<file path="config.mk">
export PLATFORM = sky130hd
export DESIGN_NAME = sec_ecc_engine
export DESIGN_NICKNAME = d
export VERILOG_FILES = /design/src/rtl/sec_ecc_pkg.sv /design/src/rtl/sec_ecc_parity_acc.sv /design/src/rtl/sec_ecc_code_cap.sv /design/src/rtl/sec_ecc_code_ser.sv /design/src/rtl/sec_ecc_classify.sv /design/src/rtl/sec_ecc_engine.sv
export SDC_FILE = /design/constraint.sdc
export NUM_CORES = 1
export LEC_CHECK = 0
export BUFFER_PORTS_ARGS = -buffer_cell sky130_fd_sc_hd__buf_2
export CAP_MARGIN = 5
export CORE_MARGIN = 1
export CORE_UTILIZATION = 41
export DETAILED_ROUTE_END_ITERATION = 10
export PLACE_DENSITY = 0.68
export SLEW_MARGIN = 0
export SYNTH_ARGS = -nofsm -noshare
export SYNTH_HDL_FRONTEND = slang
export SYNTH_HIERARCHICAL = 1
export SYNTH_SLANG_ARGS = --single-unit
</file>
<file path="constraint.sdc">
create_clock -name clk_i -period 4.77 [get_ports clk_i]
set_clock_uncertainty 0.1 [all_clocks]
set_input_delay 0.2385 -clock clk_i [delete_from_list [all_inputs] [get_ports clk_i]]
set_output_delay 0.2385 -clock clk_i [all_outputs]
set_load 0.05 [all_outputs]
</file>
<file path="src/rtl/sec_ecc_pkg.sv">
package sec_ecc_pkg;

  typedef enum logic [1:0] {
    ST_CLEAN = 2'd0,
    ST_FIXED = 2'd1,
    ST_CODE  = 2'd2,
    ST_FATAL = 2'd3
  } ecc_status_e;

  // bits of a byte whose bit-number has bit k set
  function automatic logic [7:0] col_sel(input int k);
    logic [7:0] m;
    for (int b = 0; b < 8; b++) m[b] = ((b >> k) & 1) == 1;
    return m;
  endfunction

endpackage

</file>
<file path="src/rtl/sec_ecc_parity_acc.sv">
module sec_ecc_parity_acc #(
  parameter  int IDX_W  = 9,
  localparam int HALF_W = IDX_W + 3
) (
  input  logic              clk_i,
  input  logic              rst_ni,
  input  logic              clr_i,
  input  logic              en_i,
  input  logic [IDX_W-1:0]  idx_i,
  input  logic [7:0]        data_i,
  output logic [HALF_W-1:0] odd_o,
  output logic [HALF_W-1:0] even_o
);
  import sec_ecc_pkg::*;

  logic [HALF_W-1:0] odd_q, even_q, odd_upd, even_upd;
  logic              row_par;

  assign row_par = ^data_i;

  for (genvar k = 0; k < HALF_W; k++) begin : g_bit
    if (k < 3) begin : g_col
      localparam logic [7:0] SEL = col_sel(k);
      assign odd_upd[k]  = ^(data_i & SEL);
      assign even_upd[k] = ^(data_i & ~SEL);
    end else begin : g_row
      assign odd_upd[k]  = idx_i[k-3] & row_par;
      assign even_upd[k] = ~idx_i[k-3] & row_par;
    end
  end

  always_ff @(posedge clk_i or negedge rst_ni) begin
    if (!rst_ni) begin
      odd_q  <= '0;
      even_q <= '0;
    end else if (clr_i) begin
      odd_q  <= '0;
      even_q <= '0;
    end else if (en_i) begin
      odd_q  <= odd_q ^ odd_upd;
      even_q <= even_q ^ even_upd;
    end
  end

  assign odd_o  = odd_q;
  assign even_o = even_q;

endmodule

</file>
<file path="src/rtl/sec_ecc_code_cap.sv">
module sec_ecc_code_cap #(
  parameter  int NB   = 3,
  localparam int CW   = $clog2(NB + 1)
) (
  input  logic            clk_i,
  input  logic            rst_ni,
  input  logic            clr_i,
  input  logic            en_i,
  input  logic [7:0]      data_i,
  output logic [NB*8-1:0] code_o,
  output logic            done_o
);
  logic [CW-1:0]   cnt_q;
  logic [NB*8-1:0] code_q;

  always_ff @(posedge clk_i or negedge rst_ni) begin
    if (!rst_ni) begin
      cnt_q  <= '0;
      code_q <= '0;
    end else if (clr_i) begin
      cnt_q  <= '0;
      code_q <= '0;
    end else if (en_i) begin
      cnt_q <= cnt_q + 1'b1;
      for (int i = 0; i < NB; i++)
        if (cnt_q == CW'(i)) code_q[i*8 +: 8] <= data_i;
    end
  end

  assign code_o = code_q;
  assign done_o = (cnt_q == CW'(NB));

endmodule

</file>
<file path="src/rtl/sec_ecc_code_ser.sv">
module sec_ecc_code_ser #(
  parameter  int NB = 3,
  localparam int CW = $clog2(NB + 1)
) (
  input  logic            clk_i,
  input  logic            rst_ni,
  input  logic            clr_i,
  input  logic            start_i,
  input  logic [NB*8-1:0] code_i,
  output logic            valid_o,
  output logic [7:0]      data_o
);
  logic [CW-1:0] left_q;

  always_ff @(posedge clk_i or negedge rst_ni) begin
    if (!rst_ni)             left_q <= '0;
    else if (clr_i)          left_q <= '0;
    else if (start_i)        left_q <= CW'(NB);
    else if (left_q != '0)   left_q <= left_q - 1'b1;
  end

  // code_i is read live: the accumulator is final from the start edge on
  always_comb begin
    data_o = '0;
    for (int i = 0; i < NB; i++)
      if (left_q == CW'(NB - i)) data_o = code_i[i*8 +: 8];
  end

  assign valid_o = (left_q != '0);

endmodule

</file>
<file path="src/rtl/sec_ecc_classify.sv">
module sec_ecc_classify #(
  parameter  int SECTOR_BYTES = 512,
  parameter  int IDX_W        = 9,
  localparam int HALF_W       = IDX_W + 3,
  localparam int CODE_W       = 2 * HALF_W
) (
  input  logic [CODE_W-1:0]        calc_i,
  input  logic [CODE_W-1:0]        stored_i,
  output sec_ecc_pkg::ecc_status_e status_o,
  output logic [IDX_W-1:0]         byte_o,
  output logic [7:0]               mask_o
);
  import sec_ecc_pkg::*;

  logic [CODE_W-1:0] diff;
  logic [HALF_W-1:0] hi, lo;
  logic [IDX_W-1:0]  idx;
  logic [2:0]        bitpos;
  logic              pair, one_bit, in_range;

  assign diff    = calc_i ^ stored_i;
  assign hi      = diff[CODE_W-1:HALF_W];
  assign lo      = diff[HALF_W-1:0];
  assign idx     = hi[HALF_W-1:3];
  assign bitpos  = hi[2:0];
  assign pair    = ((hi ^ lo) == '1);
  assign one_bit = (diff != '0) && ((diff & (diff - 1'b1)) == '0);

  if ((1 << IDX_W) == SECTOR_BYTES) begin : g_pow2
    assign in_range = 1'b1;
  end else begin : g_limit
    localparam logic [IDX_W:0] LIMIT = (IDX_W+1)'(SECTOR_BYTES);
    assign in_range = ({1'b0, idx} < LIMIT);
  end

  always_comb begin
    status_o = ST_FATAL;
    byte_o   = '0;
    mask_o   = '0;
    if (diff == '0) begin
      status_o = ST_CLEAN;
    end else if (pair) begin
      if (in_range) begin
        status_o = ST_FIXED;
        byte_o   = idx;
        mask_o   = 8'h01 << bitpos;
      end
    end else if (one_bit) begin
      status_o = ST_CODE;
    end
  end

endmodule

</file>
<file path="src/rtl/sec_ecc_engine.sv">
module sec_ecc_engine #(
  parameter  int SECTOR_BYTES = 512,
  localparam int IDX_W        = $clog2(SECTOR_BYTES)
) (
  input  logic             clk_i,
  input  logic             rst_ni,
  input  logic             sos_i,
  input  logic             mode_check_i,
  input  logic             byte_valid_i,
  input  logic [7:0]       byte_data_i,
  output logic             byte_ready_o,
  input  logic             code_valid_i,
  input  logic [7:0]       code_data_i,
  output logic             code_ready_o,
  output logic             code_out_valid_o,
  output logic [7:0]       code_out_data_o,
  output logic             res_valid_o,
  output logic [1:0]       res_status_o,
  output logic [IDX_W-1:0] res_byte_o,
  output logic [7:0]       res_mask_o
);
  import sec_ecc_pkg::*;

  localparam int HALF_W   = IDX_W + 3;
  localparam int CODE_W   = 2 * HALF_W;
  localparam int CODE_NB  = (CODE_W + 7) / 8;
  localparam int CODE_PAD = CODE_NB * 8 - CODE_W;
  localparam int CNT_W    = $clog2(SECTOR_BYTES + 1);

  logic                 active_q, mode_q, res_sent_q;
  logic [CNT_W-1:0]     cnt_q;
  logic                 data_done, byte_hs, code_hs, last_byte, cap_done, fire;
  logic [HALF_W-1:0]    acc_odd, acc_even;
  logic [CODE_W-1:0]    code_calc;
  logic [CODE_NB*8-1:0] code_word, stored_word;
  ecc_status_e          cls_status;
  logic [IDX_W-1:0]     cls_byte;
  logic [7:0]           cls_mask;
  logic                 res_valid_q;
  logic [1:0]           res_status_q;
  logic [IDX_W-1:0]     res_byte_q;
  logic [7:0]           res_mask_q;

  assign data_done    = (cnt_q == CNT_W'(SECTOR_BYTES));
  assign byte_ready_o = active_q & ~data_done;
  assign code_ready_o = active_q & mode_q & ~cap_done;
  assign byte_hs      = byte_valid_i & byte_ready_o & ~sos_i;
  assign code_hs      = code_valid_i & code_ready_o & ~sos_i;
  assign last_byte    = byte_hs && (cnt_q == CNT_W'(SECTOR_BYTES - 1));
  assign fire         = active_q & mode_q & data_done & cap_done & ~res_sent_q & ~sos_i;

  sec_ecc_parity_acc #(.IDX_W(IDX_W)) u_acc (
    .clk_i  (clk_i),
    .rst_ni (rst_ni),
    .clr_i  (sos_i),
    .en_i   (byte_hs),
    .idx_i  (cnt_q[IDX_W-1:0]),
    .data_i (byte_data_i),
    .odd_o  (acc_odd),
    .even_o (acc_even)
  );

  // inverted so that an erased sector yields an erased code
  assign code_calc = ~{acc_odd, acc_even};

  if (CODE_PAD > 0) begin : g_pad
    assign code_word = {{CODE_PAD{1'b1}}, code_calc};
  end else begin : g_nopad
    assign code_word = code_calc;
  end

  sec_ecc_code_ser #(.NB(CODE_NB)) u_ser (
    .clk_i   (clk_i),
    .rst_ni  (rst_ni),
    .clr_i   (sos_i),
    .start_i (last_byte & ~mode_q),
    .code_i  (code_word),
    .valid_o (code_out_valid_o),
    .data_o  (code_out_data_o)
  );

  sec_ecc_code_cap #(.NB(CODE_NB)) u_cap (
    .clk_i  (clk_i),
    .rst_ni (rst_ni),
    .clr_i  (sos_i),
    .en_i   (code_hs),
    .data_i (code_data_i),
    .code_o (stored_word),
    .done_o (cap_done)
  );

  sec_ecc_classify #(.SECTOR_BYTES(SECTOR_BYTES), .IDX_W(IDX_W)) u_cls (
    .calc_i   (code_calc),
    .stored_i (stored_word[CODE_W-1:0]),
    .status_o (cls_status),
    .byte_o   (cls_byte),
    .mask_o   (cls_mask)
  );

  always_ff @(posedge clk_i or negedge rst_ni) begin
    if (!rst_ni) begin
      active_q   <= 1'b0;
      mode_q     <= 1'b0;
      cnt_q      <= '0;
      res_sent_q <= 1'b0;
    end else if (sos_i) begin
      active_q   <= 1'b1;
      mode_q     <= mode_check_i;
      cnt_q      <= '0;
      res_sent_q <= 1'b0;
    end else begin
      if (byte_hs) cnt_q <= cnt_q + 1'b1;
      if (fire)    res_sent_q <= 1'b1;
    end
  end

  always_ff @(posedge clk_i or negedge rst_ni) begin
    if (!rst_ni) begin
      res_valid_q  <= 1'b0;
      res_status_q <= '0;
      res_byte_q   <= '0;
      res_mask_q   <= '0;
    end else begin
      res_valid_q <= fire;
      if (fire) begin
        res_status_q <= cls_status;
        res_byte_q   <= cls_byte;
        res_mask_q   <= cls_mask;
      end
    end
  end

  assign res_valid_o  = res_valid_q;
  assign res_status_o = res_status_q;
  assign res_byte_o   = res_byte_q;
  assign res_mask_o   = res_mask_q;

endmodule

</file>
==> flow_metrics.py, run 1 <==
metrics = {
    "global_routing": {
        "grt_pass1_wl_mm": 21.05,
        "grt_max_degree": 86,
        "busiest_layer": "met2",
        "grt-ovfl-total": 0,
        "grt.total_usage_pct": 20.20,
        "grt_pass1_vias": 4129,
        "gr-usage-met1_pct": 25.22,
        "antenna_found_initial": 0,
        "met3_usage_pct": 3.477,
        "grtUsageMet2_pct": 35.50,
    },
    "cells_and_area": {
        "finalNonFillerCells": 773,
        "drive_above_1_share_pct": 18.47,
        "fin_area_mm2": 0.006037,
        "syn_to_final_growth_pct": 12.76,
        "diodes": 0,
        "fin_nets": 628,
    },
    "yosys": {
        "synthFlopType": "dfrtp_1",
        "ys_ff_latch": 85,
        "yosys.area.top_type": "dfrtp_1",
        "synth_area_mm2": 0.005354,
        "ys_types": 64,
        "avgSynthCellArea_um2": 9.734,
        "async_flop_share_pct": 100.0,
        "synth_top_area_share_pct": 39.73,
        "syn_inst": 550,
        "ys_warn_count": 6,
        "synth_nets": 582,
        "synth_edf_count": 0,
        "synth.yosys.seq_area_share_pct": 39.73,
        "synthTopCellsByArea": "dfrtp_1, xnor2_1, nand2b_1",
    },
    "clock_tree": {
        "cts_buffer_depth": 2,
        "clk_latency_ns": 0.33,
        "cts_root_buf": "clkbuf_16",
        "cts_buffers": 9,
        "cts-hold-fix-buffers": 0,
        "cts_sinks": 85,
        "htreeDepth": 3,
        "clk_pin_slew_ns": 0.06,
        "postCtsSetupBuffers": 0,
        "cts_tree": "done",
        "post_cts_resized": 0,
    },
    "job": {
        "drv_cap": 0,
    },
    "sta": {
        "slew_viol_final": 0,
        "fmax_ghz": 0.3787,
        "max_slew_margin_pct": 27.13,
        "finalSetupTns_ns": 0,
        "setup_violations": 0,
        "rsz0062_at_grt": "false",
        "tightest_slew_ns": 1.093,
        "fin_crit_ns": 2.641,
        "whs_ns": 0.003596,
        "hold_viol": 0,
        "period_share_pct": 55.36,
    },
    "floorplan": {
        "dieArea_mm2": 0.01352,
        "die_h_um": 116.3,
        "die_x_um": 116.3,
        "rows": 41,
        "coreArea_mm2": 0.01267,
        "ios": 53,
        "start_util_pct": 42.25,
    },
    "critical_path": {
        "path_cells": "inv_1, xnor2_1, xnor2_1, nor4_1, nand3_2, nor4_1, mux2_2",
        "crit_required_ns": 4.94,
        "timing.rr.end": "res_mask_o[2]",
        "worstSetupStartpointType": "register",
        "critPathMaxFanout": 19,
        "rrSetupSlack_ns": 2.13,
        "reg2regPathDepth": 7,
        "cp_slowest_cell": "xnor2_1",
        "timing_worst_setup_path_type": "register to register",
        "slowest_delay_ns": 0.46,
        "end_kind": "register",
        "arrival_ns": 2.81,
        "r2r_start": "u_acc/odd_o[11]",
    },
    "pwr": {
        "leakage_uw": 0.002608,
        "peakVddDrop_v": 0.0001747,
        "power_density_mw_per_mm2": 338.6,
    },
    "route": {
        "num_vias": 4139,
        "drtIter0Drc": 390,
        "drc": 0,
        "routed_wl_mm": 12.74,
        "first_pass_iters": 4,
        "via_per_inst": 5.354,
        "drtAntennaViolNets": 0,
        "wl_per_cell_um": 16.48,
    },
    "placed_design": {
        "dp.cells": 756,
        "dp_hpwl_mm": 9.179,
        "port_buffers": 52,
        "gp_congestion": 0.8960,
        "place_area_mm2": 0.005734,
    },
    "run_status": {
        "status": "completed",
    },
    "hold_path": {
        "hp-class": "input pin to asynchronous set/reset pin",
    },
}
stage by stage:
| step | power (uW) | setup slack (ns) | util [%] |
|---|---|---|---|
| 2_1_floorplan | 1215 | 2.132 | - |
| 3_3_place_gp | 1346 | 2.138 | 45.26 |
| 3_5_place_dp | 1353 | 2.122 | 45.26 |
| 4_1_cts | 2051 | 2.114 | 47.53 |
| 5_1_grt | 2149 | 1.744 | 47.64 |
| 6_report | 2044 | 2.129 | 47.64 |
worst max path at each step:
stage / slack (ns) / endpoint / from / cells past startpoint
6_report: 2.13 / res_mask_o[2] / u_acc/odd_o[11] / 7
5_1_grt: 1.74 / res_mask_o[2] / u_acc/odd_o[8] / 7
4_1_cts: 2.11 / res_mask_o[2] / u_acc/odd_o[11] / 7
3_5_place_dp: 2.12 / res_mask_o[2] / u_acc/odd_o[11] / 7
3_3_place_gp: 2.14 / res_mask_o[2] / u_acc/even_o[8] / 7
2_1_floorplan: 2.13 / u_acc/odd_o[10] / cnt_q[0] / 10
registers in the layout, summed over array words and instances, names as in the netlist, 8 cells and up:
signal and cells:
u_acc/even_o 12, u_acc/odd_o 12, cnt_q 10, res_mask_o 8
res_byte_o 9, u_cap/code_o 24
cells by family (layout without fill, tap and decap cells):
logic type | Yosys count | after routing | synth area share, %
buf+inv | 58 | 109 | 5.141
mux | 45 | 45 | 9.582
fa+ha+maj | 11 | 11 | 2.547
compound gates | 94 | 94 | 10.12
simple gates | 194 | 194 | 22.30
flops | 85 | 85 | 39.73
xor+xnor | 63 | 63 | 10.59
synthesized netlist by cell type, drive strengths merged, types with 3 or more instances:
library cell   n
dfrtp         85
a21oi         44
nand2b        41
xnor2         39
inv           36
o21ai         26
mux2i         25
nand2         25
nor2          24
xor2          24
or3           22
mux2          20
nor4          15
clkbuf        13
nor2b         13
ha            10
buf            9
nand3          8
nand3b         8
nand4          7
and2           5
nor3           5
o31ai          5
or4            5
a22oi          4
and2b          4
o22ai          4
a31oi          3
nor3b          3
cell usage in the layout, fill, tap and decap left out, types with 3 or more instances in the layout:
master	instances
clkbuf_1	5
mux2_4	10
nor3_1	5
nand3_1	7
nor2b_1	13
and2_1	3
inv_1	36
o21ai_0	26
mux2_2	10
o22ai_1	4
nand3b_1	8
or3_1	18
nand2_1	23
buf_4	5
or4_1	5
nor4_1	12
dfrtp_1	85
mux2i_1	25
a22oi_1	4
nor2_1	23
buf_2	51
o31ai_1	5
clkbuf_16	9
nand2b_1	41
xnor2_1	37
a21oi_1	43
or3_2	4
nand4_1	6
ha_1	10
a31oi_1	3
and2b_1	4
xor2_1	23
layer usage:
layer | wire length (um) | vias to the layer above
li1 | - | 2001
met1 | 5585 | 2031
met2 | 6426 | 95
met3 | 492 | 12
met4 | 231 | 0
met5 | 0 | -
report_power, final:
group / internal [uW] / total (uW) / switching (uW) / leakage (uW)
logic: 176 / 580 / 405 / 0.00130
clock network: 421 / 692 / 270 / 0.000138
registers: 747 / 772 / 24.8 / 0.00117
worst max-delay path, delay by kind of cell (launching register included):
kind	cells	cell delay (ns)
and+or+nand+nor	3	1.20
xor gates and xnor gates	2	0.62
DFF	1	0.37
muxes	1	0.22
buffers and inverters	1	0.07
area by class of cell:
cell class,count,area [um^2]
Fill cell,1238,6634
Multi-Input combinational cell,407,2964
Sequential cell,85,2127
Timing Repair Buffer,57,307.8
Clock buffer,15,257.7
Tap cell,172,215.2
Inverter,36,135.1
Clock inverter,1,30.03
Note: power is estimated with default switching activity, not from simulation.
==> run 2: changes to the inputs <==
Settings changed: PLACE_DENSITY 0.68 to 0.7.
Clock period 4.77 ns to 2.25 ns, I/O delays scaled along.
==> flow_metrics.py, run 2 (same netlist as run 1, synthesis figures left out) <==
metrics = {
    "pwr": {
        "clkPwrFrac_pct": 34.1,
        "power.internal_uw": 3106,
        "leakage_uw": 0.003144,
        "power_density_mw_per_mm2": 655.8,
        "combPwrFrac_pct": 30.9,
        "sw_frac_of_total_pct": 33.52,
        "p_seq_share_pct": 34.9,
        "power.total_uw": 4672,
        "peakVddDrop_v": 0.0004405,
        "p_switching_uw": 1566,
    },
    "hold_path": {
        "hp-class": "input pin to register",
        "min_path_cells": 3,
        "whs_endpoint": "u_cap/code_o[18]",
        "hold_start": "code_data_i[2]",
    },
    "sta": {
        "setup_violations": 3,
        "fmax_ghz": 0.3847,
        "max_slew_margin_pct": 49.77,
        "rsz0062_at_grt": "true",
        "slew_viol_final": 0,
        "fin_crit_ns": 2.599,
        "setup_ws_ns": -0.3494,
        "hold_viol": 0,
        "period_share_pct": 115.5,
        "whs_ns": 0.003394,
        "tightest_slew_ns": 0.7534,
    },
    "critical_path": {
        "crit_required_ns": 2.38,
        "timing_worst_setup_path_type": "register to register",
        "reg2regPathDepth": 7,
        "r2r_start": "u_cap/code_o[6]",
        "end_kind": "register",
        "timing.rr.end": "res_status_o[0]",
        "worstSetupStartpointType": "register",
        "arrival_ns": 2.73,
        "critPathMaxFanout": 4,
        "rrSetupSlack_ns": -0.35,
    },
    "floorplan": {
        "start_util_pct": 42.25,
        "die_h_um": 116.3,
        "coreArea_mm2": 0.01267,
        "rows": 41,
        "ios": 53,
        "die_x_um": 116.3,
        "dieArea_mm2": 0.01352,
    },
    "cells_and_area": {
        "finalNonFillerCells": 861,
        "largest_reg_flops": 24,
        "layout_commonest_cell": "dfrtp_1",
        "mostFrequentLayoutCells": "dfrtp_1, buf_4, buf_2",
        "nFillCells": 1104,
        "register_area_mm2": 0.002128,
        "multiInputGateArea_mm2": 0.003272,
        "fin_area_mm2": 0.007123,
        "drive_above_1_share_pct": 33.96,
        "diodes": 0,
        "syn_to_final_growth_pct": 33.05,
        "final_util_pct": 56.22,
        "fin_nets": 717,
    },
    "route": {
        "drtIter0Drc": 249,
        "wl_per_cell_um": 16.02,
        "via_per_inst": 5.213,
        "first_pass_iters": 4,
        "drtAntennaViolNets": 0,
        "num_vias": 4488,
        "routed_wl_mm": 13.79,
        "drc": 0,
    },
    "job": {
        "drv_cap": 0,
    },
    "global_routing": {
        "antenna_found_initial": 0,
        "grt_pass1_wl_mm": 21.79,
        "grt_pass1_vias": 4414,
        "grt.total_usage_pct": 21.08,
        "grt-ovfl-total": 0,
        "grt_max_degree": 73,
    },
    "placed_design": {
        "gp_congestion": 0.9460,
        "dp_hpwl_mm": 9.984,
        "port_buffers": 52,
        "dp.cells": 832,
        "place_area_mm2": 0.006376,
    },
    "run_status": {
        "status": "complete, but fails checks",
        "violations": "setup timing",
    },
    "clock_tree": {
        "cts_tree": "done",
        "clk_latency_ns": 0.35,
        "cts_buffer_depth": 2,
        "htreeDepth": 3,
        "cts_root_buf": "clkbuf_16",
        "cts_buffers": 9,
        "clk_pin_slew_ns": 0.06,
        "cts_sinks": 85,
    },
}
## run 2: cell count changes in the layout (fill, tap and decap cells not counted), moves of 4 or more
cell      delta
buf_4       +77
buf_6        +5
clkbuf_1     -4
inv_1        -4
inv_2        +4
mux2_2       -4
mux2_4       +4
nor4_1      -10
nor4_2       +8
xor2_1       -9
xor2_2       +6
## run 2: per-layer routing
| metal | vias up | track usage [%] | wire length, um |
|---|---|---|---|
| met5 | - | 0 | 0 |
| met4 | 0 | 7.778 | 336 |
| met3 | 21 | 4.774 | 419 |
| met2 | 101 | 37.28 | 7216 |
| met1 | 2203 | 24.89 | 5817 |
| li1 | 2163 | - | - |
## run 2: area by class of cell
| cell class | instances | share of cell area [%] |
|---|---|---|
| inverters | 36 | 1.897 |
| repair buffers | 146 | 14.84 |
| multi-input cells | 407 | 45.93 |
| clock inverters | 4 | 1.019 |
| clock buffers | 11 | 3.408 |
| flip-flops and latches | 85 | 29.88 |
| well taps | 172 | 3.021 |
## run 2: how the worst max path moves through the flow
stage,to,from,slack (ns),cells after the start
6_report,res_status_o[0],u_cap/code_o[6],-0.35,7
5_1_grt,res_status_o[0],u_acc/even_o[6],-0.40,8
4_1_cts,res_status_o[0],u_acc/even_o[5],-0.24,9
3_5_place_dp,res_status_o[0],u_acc/even_o[5],-0.24,9
3_3_place_gp,res_status_o[0],u_acc/even_o[5],-0.15,9
2_1_floorplan,res_status_o[0],u_acc/even_o[5],-0.08,9
## run 2: what timing repair did
item,in CTS,in global routing
setup endpoints to repair,16,24
gates cloned,0,1
resized for setup,6,46
setup buffers,2,8
hold endpoints to repair,45,0
pin swaps,0,12
hold buffers,3,0
## run 2: power groups by stage
stage               registers [uW]  logic [uW]  clock network (uW)
floorplan                     1650         937                   0
global placement              1650        1330                   0
detailed placement            1660        1360                   0
CTS                           1630        1370                1630
global route                  1640        1560                1690
finish                        1630        1440                1590
## run 2: through the flow
step / setup slack, ns / TNS [ns]
3_3_place_gp: -0.1480 / -0.1787
6_report: -0.3494 / -0.3936
5_1_grt: -0.3950 / -0.9120
2_1_floorplan: -0.07632 / -0.2930
3_5_place_dp: -0.2397 / -0.7726
4_1_cts: -0.2352 / -0.2398
## run 2: worst max-delay path, stage by stage, from the launching register on
cell and delay (ns):
dfrtp_1 0.45, xor2_4 0.21, nor4_4 0.43, nand4_4 0.21, maj3_2 0.36, a2111oi_4 0.31
o211ai_1 0.14, mux2_4 0.27
